--- config.mk ---
export PLATFORM = sky130hd
export DESIGN_NAME = lookahead_iir
export DESIGN_NICKNAME = d
export VERILOG_FILES = /design/src/rtl/lookahead_iir_pkg.sv /design/src/rtl/lookahead_iir_ctrl.sv /design/src/rtl/lookahead_iir_dp.sv /design/src/rtl/lookahead_iir.sv
export SDC_FILE = /design/constraint.sdc
export NUM_CORES = 1
export LEC_CHECK = 0
export ABC_AREA = 1
export CAP_MARGIN = 20
export CORE_UTILIZATION = 50
export DETAILED_ROUTE_END_ITERATION = 7
export HOLD_SLACK_MARGIN = 0.06
export PLACE_DENSITY_LB_ADDON = 0.3
export SYNTH_ARGS = -nofsm -noshare
export SYNTH_HDL_FRONTEND = slang
export SYNTH_SLANG_ARGS = --single-unit
--- constraint.sdc ---
create_clock -name clk -period 2.3 [get_ports clk]
set_input_delay 0.46 -clock clk [delete_from_list [all_inputs] [get_ports clk]]
set_output_delay 0.46 -clock clk [all_outputs]
set_load 0.02 [all_outputs]
--- src/rtl/lookahead_iir_pkg.sv ---
package lookahead_iir_pkg;

  // Strobes from control to datapath
  typedef struct packed {
    logic takeSample;  // load input stage with a new sample
    logic commitOut;   // finish the add and update output history
    logic pickLatest;  // previous sample still in flight: y(m-2) is newest output
  } iirStrobes_t;

  function automatic int maxInt(input int a, input int b);
    return (a > b) ? a : b;
  endfunction

endpackage

--- src/rtl/lookahead_iir_ctrl.sv ---
module lookahead_iir_ctrl
  import lookahead_iir_pkg::*;
(
  input  logic        clk,
  input  logic        rstN,
  input  logic        inValid,
  output iirStrobes_t strobes,
  output logic        outValid
);

  logic stageBusy;  // a sample sits in the multiply stage

  always_ff @(posedge clk or negedge rstN) begin
    if (!rstN) begin
      stageBusy <= 1'b0;
      outValid  <= 1'b0;
    end else begin
      stageBusy <= inValid;
      outValid  <= stageBusy;
    end
  end

  always_comb begin
    strobes.takeSample = inValid;
    strobes.commitOut  = stageBusy;
    strobes.pickLatest = stageBusy;
  end

  AST_IN_GIVES_OUT: assert property (@(posedge clk) disable iff (!rstN)
    inValid |-> ##2 outValid);

  AST_OUT_NEEDS_IN: assert property (@(posedge clk) disable iff (!rstN)
    outValid |-> $past(inValid, 2));

endmodule

--- src/rtl/lookahead_iir_dp.sv ---
module lookahead_iir_dp
  import lookahead_iir_pkg::*;
#(
  parameter int X_W       = 8,
  parameter int GUARD_W   = 3,
  parameter int COEF_W    = 10,
  parameter int COEF_FRAC = 8,
  parameter int COEF      = 192
)(
  input  logic                   clk,
  input  logic                   rstN,
  input  iirStrobes_t            strobes,
  input  logic [X_W-1:0]         inSample,
  output logic [X_W+GUARD_W-1:0] outSample
);

  localparam int Y_W   = X_W + GUARD_W;
  localparam int SQ_W  = 2 * COEF_W;
  localparam int FF_W  = COEF_W + COEF_FRAC + X_W;
  localparam int FB_W  = SQ_W + Y_W;
  localparam int ACC_W = maxInt(FF_W, FB_W) + 1;
  localparam int SHIFT = 2 * COEF_FRAC;
  localparam logic signed [ACC_W-1:0] COEF_A  = ACC_W'(COEF);
  localparam logic signed [ACC_W-1:0] COEF_A2 = ACC_W'(COEF * COEF);

  logic signed [X_W-1:0]   xIn;
  logic signed [X_W-1:0]   xPrev;    // x(m-1), updated per accepted sample
  logic signed [X_W-1:0]   xStage;   // x(m) waiting for the add
  logic signed [ACC_W-1:0] ffStage;  // A*2^F*x(m-1)
  logic signed [ACC_W-1:0] fbStage;  // A^2*y(m-2)
  logic signed [Y_W-1:0]   yLast;
  logic signed [Y_W-1:0]   yOlder;

  logic signed [Y_W-1:0]   yBack2;
  logic signed [ACC_W-1:0] ffNext;
  logic signed [ACC_W-1:0] fbNext;
  logic signed [ACC_W-1:0] sumWide;
  logic signed [ACC_W-1:0] yWide;
  logic signed [Y_W-1:0]   yNext;

  assign xIn = inSample;

  // Feed-forward and loop multiplies, both registered before the add
  always_comb begin
    yBack2 = strobes.pickLatest ? yLast : yOlder;
    ffNext = (COEF_A * ACC_W'(xPrev)) <<< COEF_FRAC;
    fbNext = COEF_A2 * ACC_W'(yBack2);
  end

  // Add stage with a single floor truncation
  always_comb begin
    sumWide = ffStage + fbStage;
    yWide   = (sumWide >>> SHIFT) + ACC_W'(xStage);
    yNext   = yWide[Y_W-1:0];
  end

  always_ff @(posedge clk or negedge rstN) begin
    if (!rstN) begin
      xPrev   <= '0;
      xStage  <= '0;
      ffStage <= '0;
      fbStage <= '0;
    end else if (strobes.takeSample) begin
      xPrev   <= xIn;
      xStage  <= xIn;
      ffStage <= ffNext;
      fbStage <= fbNext;
    end
  end

  always_ff @(posedge clk or negedge rstN) begin
    if (!rstN) begin
      yLast  <= '0;
      yOlder <= '0;
    end else if (strobes.commitOut) begin
      yOlder <= yLast;
      yLast  <= yNext;
    end
  end

  assign outSample = yLast;

  AST_NO_OVERFLOW: assert property (@(posedge clk) disable iff (!rstN)
    strobes.commitOut |-> (yWide == ACC_W'(yNext)));

  AST_HOLD_IDLE: assert property (@(posedge clk) disable iff (!rstN)
    !strobes.commitOut |=> $stable(outSample));

endmodule

--- src/rtl/lookahead_iir.sv ---
module lookahead_iir
  import lookahead_iir_pkg::*;
#(
  parameter int X_W       = 8,
  parameter int GUARD_W   = 3,
  parameter int COEF_W    = 10,
  parameter int COEF_FRAC = 8,
  parameter int COEF      = 192
)(
  input  logic                   clk,
  input  logic                   rstN,
  input  logic                   inValid,
  input  logic [X_W-1:0]         inSample,
  output logic                   outValid,
  output logic [X_W+GUARD_W-1:0] outSample
);

  iirStrobes_t strobes;

  lookahead_iir_ctrl u_ctrl (
    .clk      (clk),
    .rstN     (rstN),
    .inValid  (inValid),
    .strobes  (strobes),
    .outValid (outValid)
  );

  lookahead_iir_dp #(
    .X_W       (X_W),
    .GUARD_W   (GUARD_W),
    .COEF_W    (COEF_W),
    .COEF_FRAC (COEF_FRAC),
    .COEF      (COEF)
  ) u_dp (
    .clk       (clk),
    .rstN      (rstN),
    .strobes   (strobes),
    .inSample  (inSample),
    .outSample (outSample)
  );

  AST_RESET_CLEAR: assert property (@(posedge clk)
    !rstN |-> (!outValid && outSample == '0));

endmodule

Word level (Yosys, flattened, before mapping)
Index checks and enable logic that the tools add are counted.
{"block": "classes", "reduce_logical": 0, "n_shift": 0, "eq_ne": 0, "div_mod_pow": 0, "mux": 1, "n_lt_le_gt_ge": 0, "n_mul": 2, "bitwise": 0, "addsub": 2}
{"op": "adder 25 x 27 -> 27 bit", "count": 1}
{"op": "multiplier 5 x 11 -> 15 bit (first input constant)", "count": 1}
{"op": "adder 11 x 8 -> 11 bit", "count": 1}
{"op": "multiplier 3 x 8 -> 11 bit (first input constant)", "count": 1}
{"op": "2-to-1 mux 11 bit", "count": 1}
{"block": "word_totals", "latch_bits": 0, "mem_count": 0, "in_bits": 11, "output_inout_bits": 12, "rom_bits": 0, "ram_bits": 0, "ff_bits": 58, "elab_cells": 12}

Logic depth before layout (Yosys ltp)
{"block": "depth", "word_depth": 2, "mapped_depth": 18, "depth_no_buf": 18}

Cells and area by module
A second synthesis with hierarchy kept.
{"block": "hier_totals", "hier_cells": 577, "area_unflattened_um2": 4212.8}
{"module": "lookahead_iir_dp", "n_inst": 1, "area_per_inst_um2": 4140.2, "seq_area_each_um2": 1351.3, "cells_each": 572}
{"module": "lookahead_iir_ctrl", "n_inst": 1, "area_per_inst_um2": 72.6, "seq_area_each_um2": 50.0, "cells_each": 5}

Worst setup path after synthesis
OpenSTA, ideal clock, no wires.
{"block": "synth_timing", "kind": "reg-to-reg", "from": "reg u_ctrl.stageBusy", "to": "reg u_dp.fbStage[22]", "synth_period_minus_slack_ps": 2409, "path_buffers": 1, "slack_ps": -109, "arrival_ps": 2333, "setup_time_ps": 76, "stages_incl_launch_ff": 13, "t_required_ps": 2224, "path_cell_list": "dfrtp_1 inv_2 clkbuf_1 o21ai_0 ha_1 ha_1 fa_1 nand2_1 o21ai_2 inv_2 o21ai_1 xor2_1 o21ai_1"}
{"block": "synth_via", "elab_chain_cells": 2}
{"element": "from (decl)", "line_no": "lookahead_iir_ctrl.sv:11", "rtl": "logic stageBusy;"}
{"element": "from (signal assigned)", "line_no": "lookahead_iir_ctrl.sv:18", "rtl": "stageBusy <= inValid;"}
{"element": "2-to-1 mux 11 bit"}
{"element": "multiplier 5 x 11 -> 15 bit", "line_no": "lookahead_iir_dp.sv:47", "rtl": "fbNext = COEF_A2 * ACC_W'(yBack2);"}
{"element": "to (signal assigned)", "line_no": "lookahead_iir_dp.sv:67", "rtl": "fbStage <= fbNext;"}
{"element": "to (decl)", "line_no": "lookahead_iir_dp.sv:30", "rtl": "logic signed [ACC_W-1:0] fbStage;"}
Every way passes these cells.
A chain may end at the register's enable or synchronous reset.

Worst setup path in the final report
{"block": "layout_timing", "from": "reg u_dp.ffStage[15]", "to": "reg u_dp.yLast[10] (netlist: u_dp.outSample[10])"}
{"block": "layout_via", "elab_chain_cells": 2}
{"element": "from (decl)", "line_no": "lookahead_iir_dp.sv:29", "rtl": "logic signed [ACC_W-1:0] ffStage;"}
{"element": "from (signal assigned)", "line_no": "lookahead_iir_dp.sv:66", "rtl": "ffStage <= ffNext;"}
{"element": "adder 25 x 27 -> 27 bit", "line_no": "lookahead_iir_dp.sv:52", "rtl": "sumWide = ffStage + fbStage;"}
{"element": "adder 11 x 8 -> 11 bit", "line_no": "lookahead_iir_dp.sv:53", "rtl": "yWide = (sumWide >>> SHIFT) + ACC_W'(xStage);"}
{"element": "to (signal assigned)", "line_no": "lookahead_iir_dp.sv:77", "rtl": "yLast <= yNext;"}
{"element": "to (decl)", "line_no": "lookahead_iir_dp.sv:31", "rtl": "logic signed [Y_W-1:0] yLast;"}
Every way passes these cells.

==> impl_metrics.py <==
metrics = {
    "synth": {
        "ys_ff_latch": 56,
        "synth-async-reset-ratio_pct": 100.0,
        "synth_flop_cell": "dfrtp_1",
        "synth_seq_area_share_pct": 34.13,
        "syn_avg_cell_area_um2": 7.494,
        "synth_nets": 616,
        "syn-instance-count": 548,
        "syn_area_um2": 4106,
        "synth_edf_count": 0,
        "yosysWarnings": 0,
        "synth_cell_types": 32,
    },
    "clocking": {
        "tritoncts": "done",
        "numClockSinks": 56,
        "htree_levels": 2,
        "cts_root_buf": "clkbuf_8",
        "cts_inserted_buffers": 5,
        "cts.clk_slew.worst_paths_ns": 0.11,
        "clock_path_buffers": 2,
        "clock_latency_ns": 0.32,
    },
    "critical_path": {
        "cp_num_buf_inv": 1,
        "crit_family": "simple AND/OR/NAND/NOR gates",
        "endpoint_kind": "flop",
        "crit_fanout": 4,
        "cp_slowest_cell": "dfrtp_1",
        "crit_chain": "ha_4 -> nand3_2 -> nand2_2 -> a21o_1 -> nand2_1 -> nand2_2 -> nand2_1 -> nand2_1 -> xor2_1 -> ha_1 -> a21oi_2 -> o21ai_1 -> nand2_1 -> nand3_2 -> inv_2 -> nand2_1 -> nand3_1 -> nand2_1",
        "start_kind": "flop",
        "r2r_cells": 18,
        "r2r-end": "u_dp.outSample[10]$_DFFE_PN0P_",
        "crit_arrival_ns": 2.98,
        "rrSetupSlack_ns": -0.47,
        "r2r_start": "u_dp.ffStage[15]$_DFFE_PN0P_",
        "crit_top_cell": "nand2_1",
        "worstPathRequired_ns": 2.52,
        "crit_type": "flop to flop",
        "cpPeakStageDelay_ns": 0.43,
    },
    "sta": {
        "whs_ns": 0.1325,
        "setup_viol": 9,
        "max_freq_ghz": 0.3615,
        "rsz0062_at_grt": "true",
        "slew_viol_final": 0,
        "slew_headroom_pct": 59.43,
        "tightest_slew_ns": 0.6086,
        "fin_crit_sh_pct": 120.3,
        "min_period_ns": 2.766,
        "setup_slack_ns": -0.4663,
        "hold_violations": 0,
        "skew_ns": 0.005770,
    },
    "floorplanning": {
        "io_pins": 23,
        "core_area_um2": 7848,
        "die_width_um": 92.63,
        "dieArea_um2": 8579,
        "rows": 32,
        "initial_core_util_pct": 52.33,
        "fp.dieH_um": 92.63,
    },
    "grt": {
        "antenna_found_initial": 0,
        "track_usage_pct": 27.95,
        "grt_pass1_wl_um": 18970,
        "grt_max_degree": 33,
        "gr-total-overflow": 0,
        "grt_pass1_vias": 4011,
    },
    "final_layout": {
        "mostFrequentLayoutCells": "nand2_1, buf_4, dfrtp_1, inv_1, ha_1",
        "n_antenna_cell": 0,
        "area_growth_pct": 43.48,
        "mostFrequentLayoutCell": "nand2_1",
        "num-fill-cells": 512,
        "drive_above_1_share_pct": 32.92,
        "fin_area_um2": 5892,
        "fin_cells": 752,
        "final_nets": 717,
    },
    "placed_design": {
        "pre_cts_ws_ns": -0.3019,
        "placedCellCount": 724,
        "dpl.hpwl_um": 7971,
        "port_buffers": 22,
        "place.gp.congestion": 0.9017,
        "place_area_um2": 4915,
    },
    "routing": {
        "wl_um": 12620,
        "via_per_inst": 5.593,
        "first_iter_violations": 368,
        "avgRoutedWirePerCell_um": 16.78,
        "dr_total_vias": 4206,
        "dr.pass1.iters": 7,
        "drc": 0,
        "ant_nets": 0,
    },
    "job": {
        "max_cap_violations": 0,
    },
    "run_status": {
        "violations": "negative setup slack",
        "status": "finished with violations",
    },
    "min_path": {
        "worst_hold_path_type": "primary input to asynchronous set/reset pin",
    },
}
[what timing repair did]
item                       CTS  global route
setup endpoints to repair   16            18
setup buffers                8            14
hold buffers                 0             0
resized for setup           55            92
gates cloned                 0             0
hold endpoints to repair     0             0
pin swaps                   22            45
[logic make-up (layout without fill, tap and decap cells)]
group | count (synthesis) | in the layout | synth area share (%)
and+or+nand+nor | 268 | 268 | 27.15
AOI/OAI and AO/OA | 82 | 82 | 11.03
buffers and inverters | 70 | 172 | 6.581
adders and majority gates | 57 | 57 | 17.92
DFF | 56 | 56 | 34.13
xor gates and xnor gates | 15 | 15 | 3.199
[area by class of cell]
class / instances / area [um^2] / area share (%)
tap: 102 / 127.6 / 2.166
inverter: 59 / 229.0 / 3.886
clock inverter: 3 / 42.54 / 0.7220
timing repair buffer: 105 / 892.1 / 15.14
clock buffer: 5 / 68.82 / 1.168
sequential: 56 / 1403 / 23.81
multi-input combinational: 422 / 3129 / 53.11
[synth_stat cells (all sizes together), types with 4 or more instances]
library cell,n,area share (%)
nand2,186,17
clkbuf,7,0.64
a31oi,9,1.4
o21ai,39,4.8
a21oi,25,3.2
dfrtp,56,34
or2,4,0.61
nand4,7,1.1
buf,4,0.55
nand3,34,4.1
xor2,12,2.6
inv,59,5.4
ha,54,16
nor2,33,3.2
[per-layer routing]
| metal | global-route usage (%) | up-vias | share of wire [%] |
|---|---|---|---|
| li1 | - | 2000 | - |
| met1 | 35.89 | 1971 | 41 |
| met2 | 48.15 | 185 | 49 |
| met3 | 3.859 | 50 | 5.3 |
| met4 | 9.744 | 0 | 4.3 |
| met5 | 0 | - | 0 |
[worst max-delay path by stage]
stage	start	endpoint	slack, ns	cells after the start
2_1_floorplan	u_dp.fbStage[15]$_DFFE_PN0P_	u_dp.outSample[10]$_DFFE_PN0P_	-0.06	17
3_5_place_dp	u_dp.fbStage[15]$_DFFE_PN0P_	u_dp.outSample[9]$_DFFE_PN0P_	-0.30	16
3_3_place_gp	u_dp.fbStage[16]$_DFFE_PN0P_	u_dp.outSample[9]$_DFFE_PN0P_	-0.21	16
5_1_grt	u_dp.ffStage[15]$_DFFE_PN0P_	u_dp.outSample[10]$_DFFE_PN0P_	-0.62	18
6_report	u_dp.ffStage[15]$_DFFE_PN0P_	u_dp.outSample[10]$_DFFE_PN0P_	-0.47	18
4_1_cts	u_dp.fbStage[15]$_DFFE_PN0P_	u_dp.outSample[9]$_DFFE_PN0P_	-0.31	16
[flip-flops by register name (all words and copies together), names as in the netlist]
signal	count
u_dp.outSample	11
u_ctrl.stageBusy	1
u_dp.fbStage	13
u_dp.xStage	8
u_dp.ffStage	11
u_ctrl.outValid	1
u_dp.yOlder	11
[stage by stage]
stage | setup TNS [ns] | utilization (%)
2_1_floorplan | -0.1162 | -
3_3_place_gp | -1.276 | 62.63
3_5_place_dp | -1.994 | 62.63
4_1_cts | -1.352 | 68.42
5_1_grt | -3.875 | 75.08
6_report | -2.341 | 75.08
[worst reg2reg max path: cells and delay by family (launching register included)]
family | cells | cell delay [ns]
XOR/XNOR | 1 | 0.16
adder cells (fa/ha/maj) | 2 | 0.64
buffers and inverters | 1 | 0.07
flip-flops | 1 | 0.43
AND/OR/NAND/NOR | 11 | 0.86
AO/OA/AOI/OAI | 3 | 0.52
Power is not shown: default switching activity piles up to over one toggle a cycle in this logic, so the estimate is an artifact.
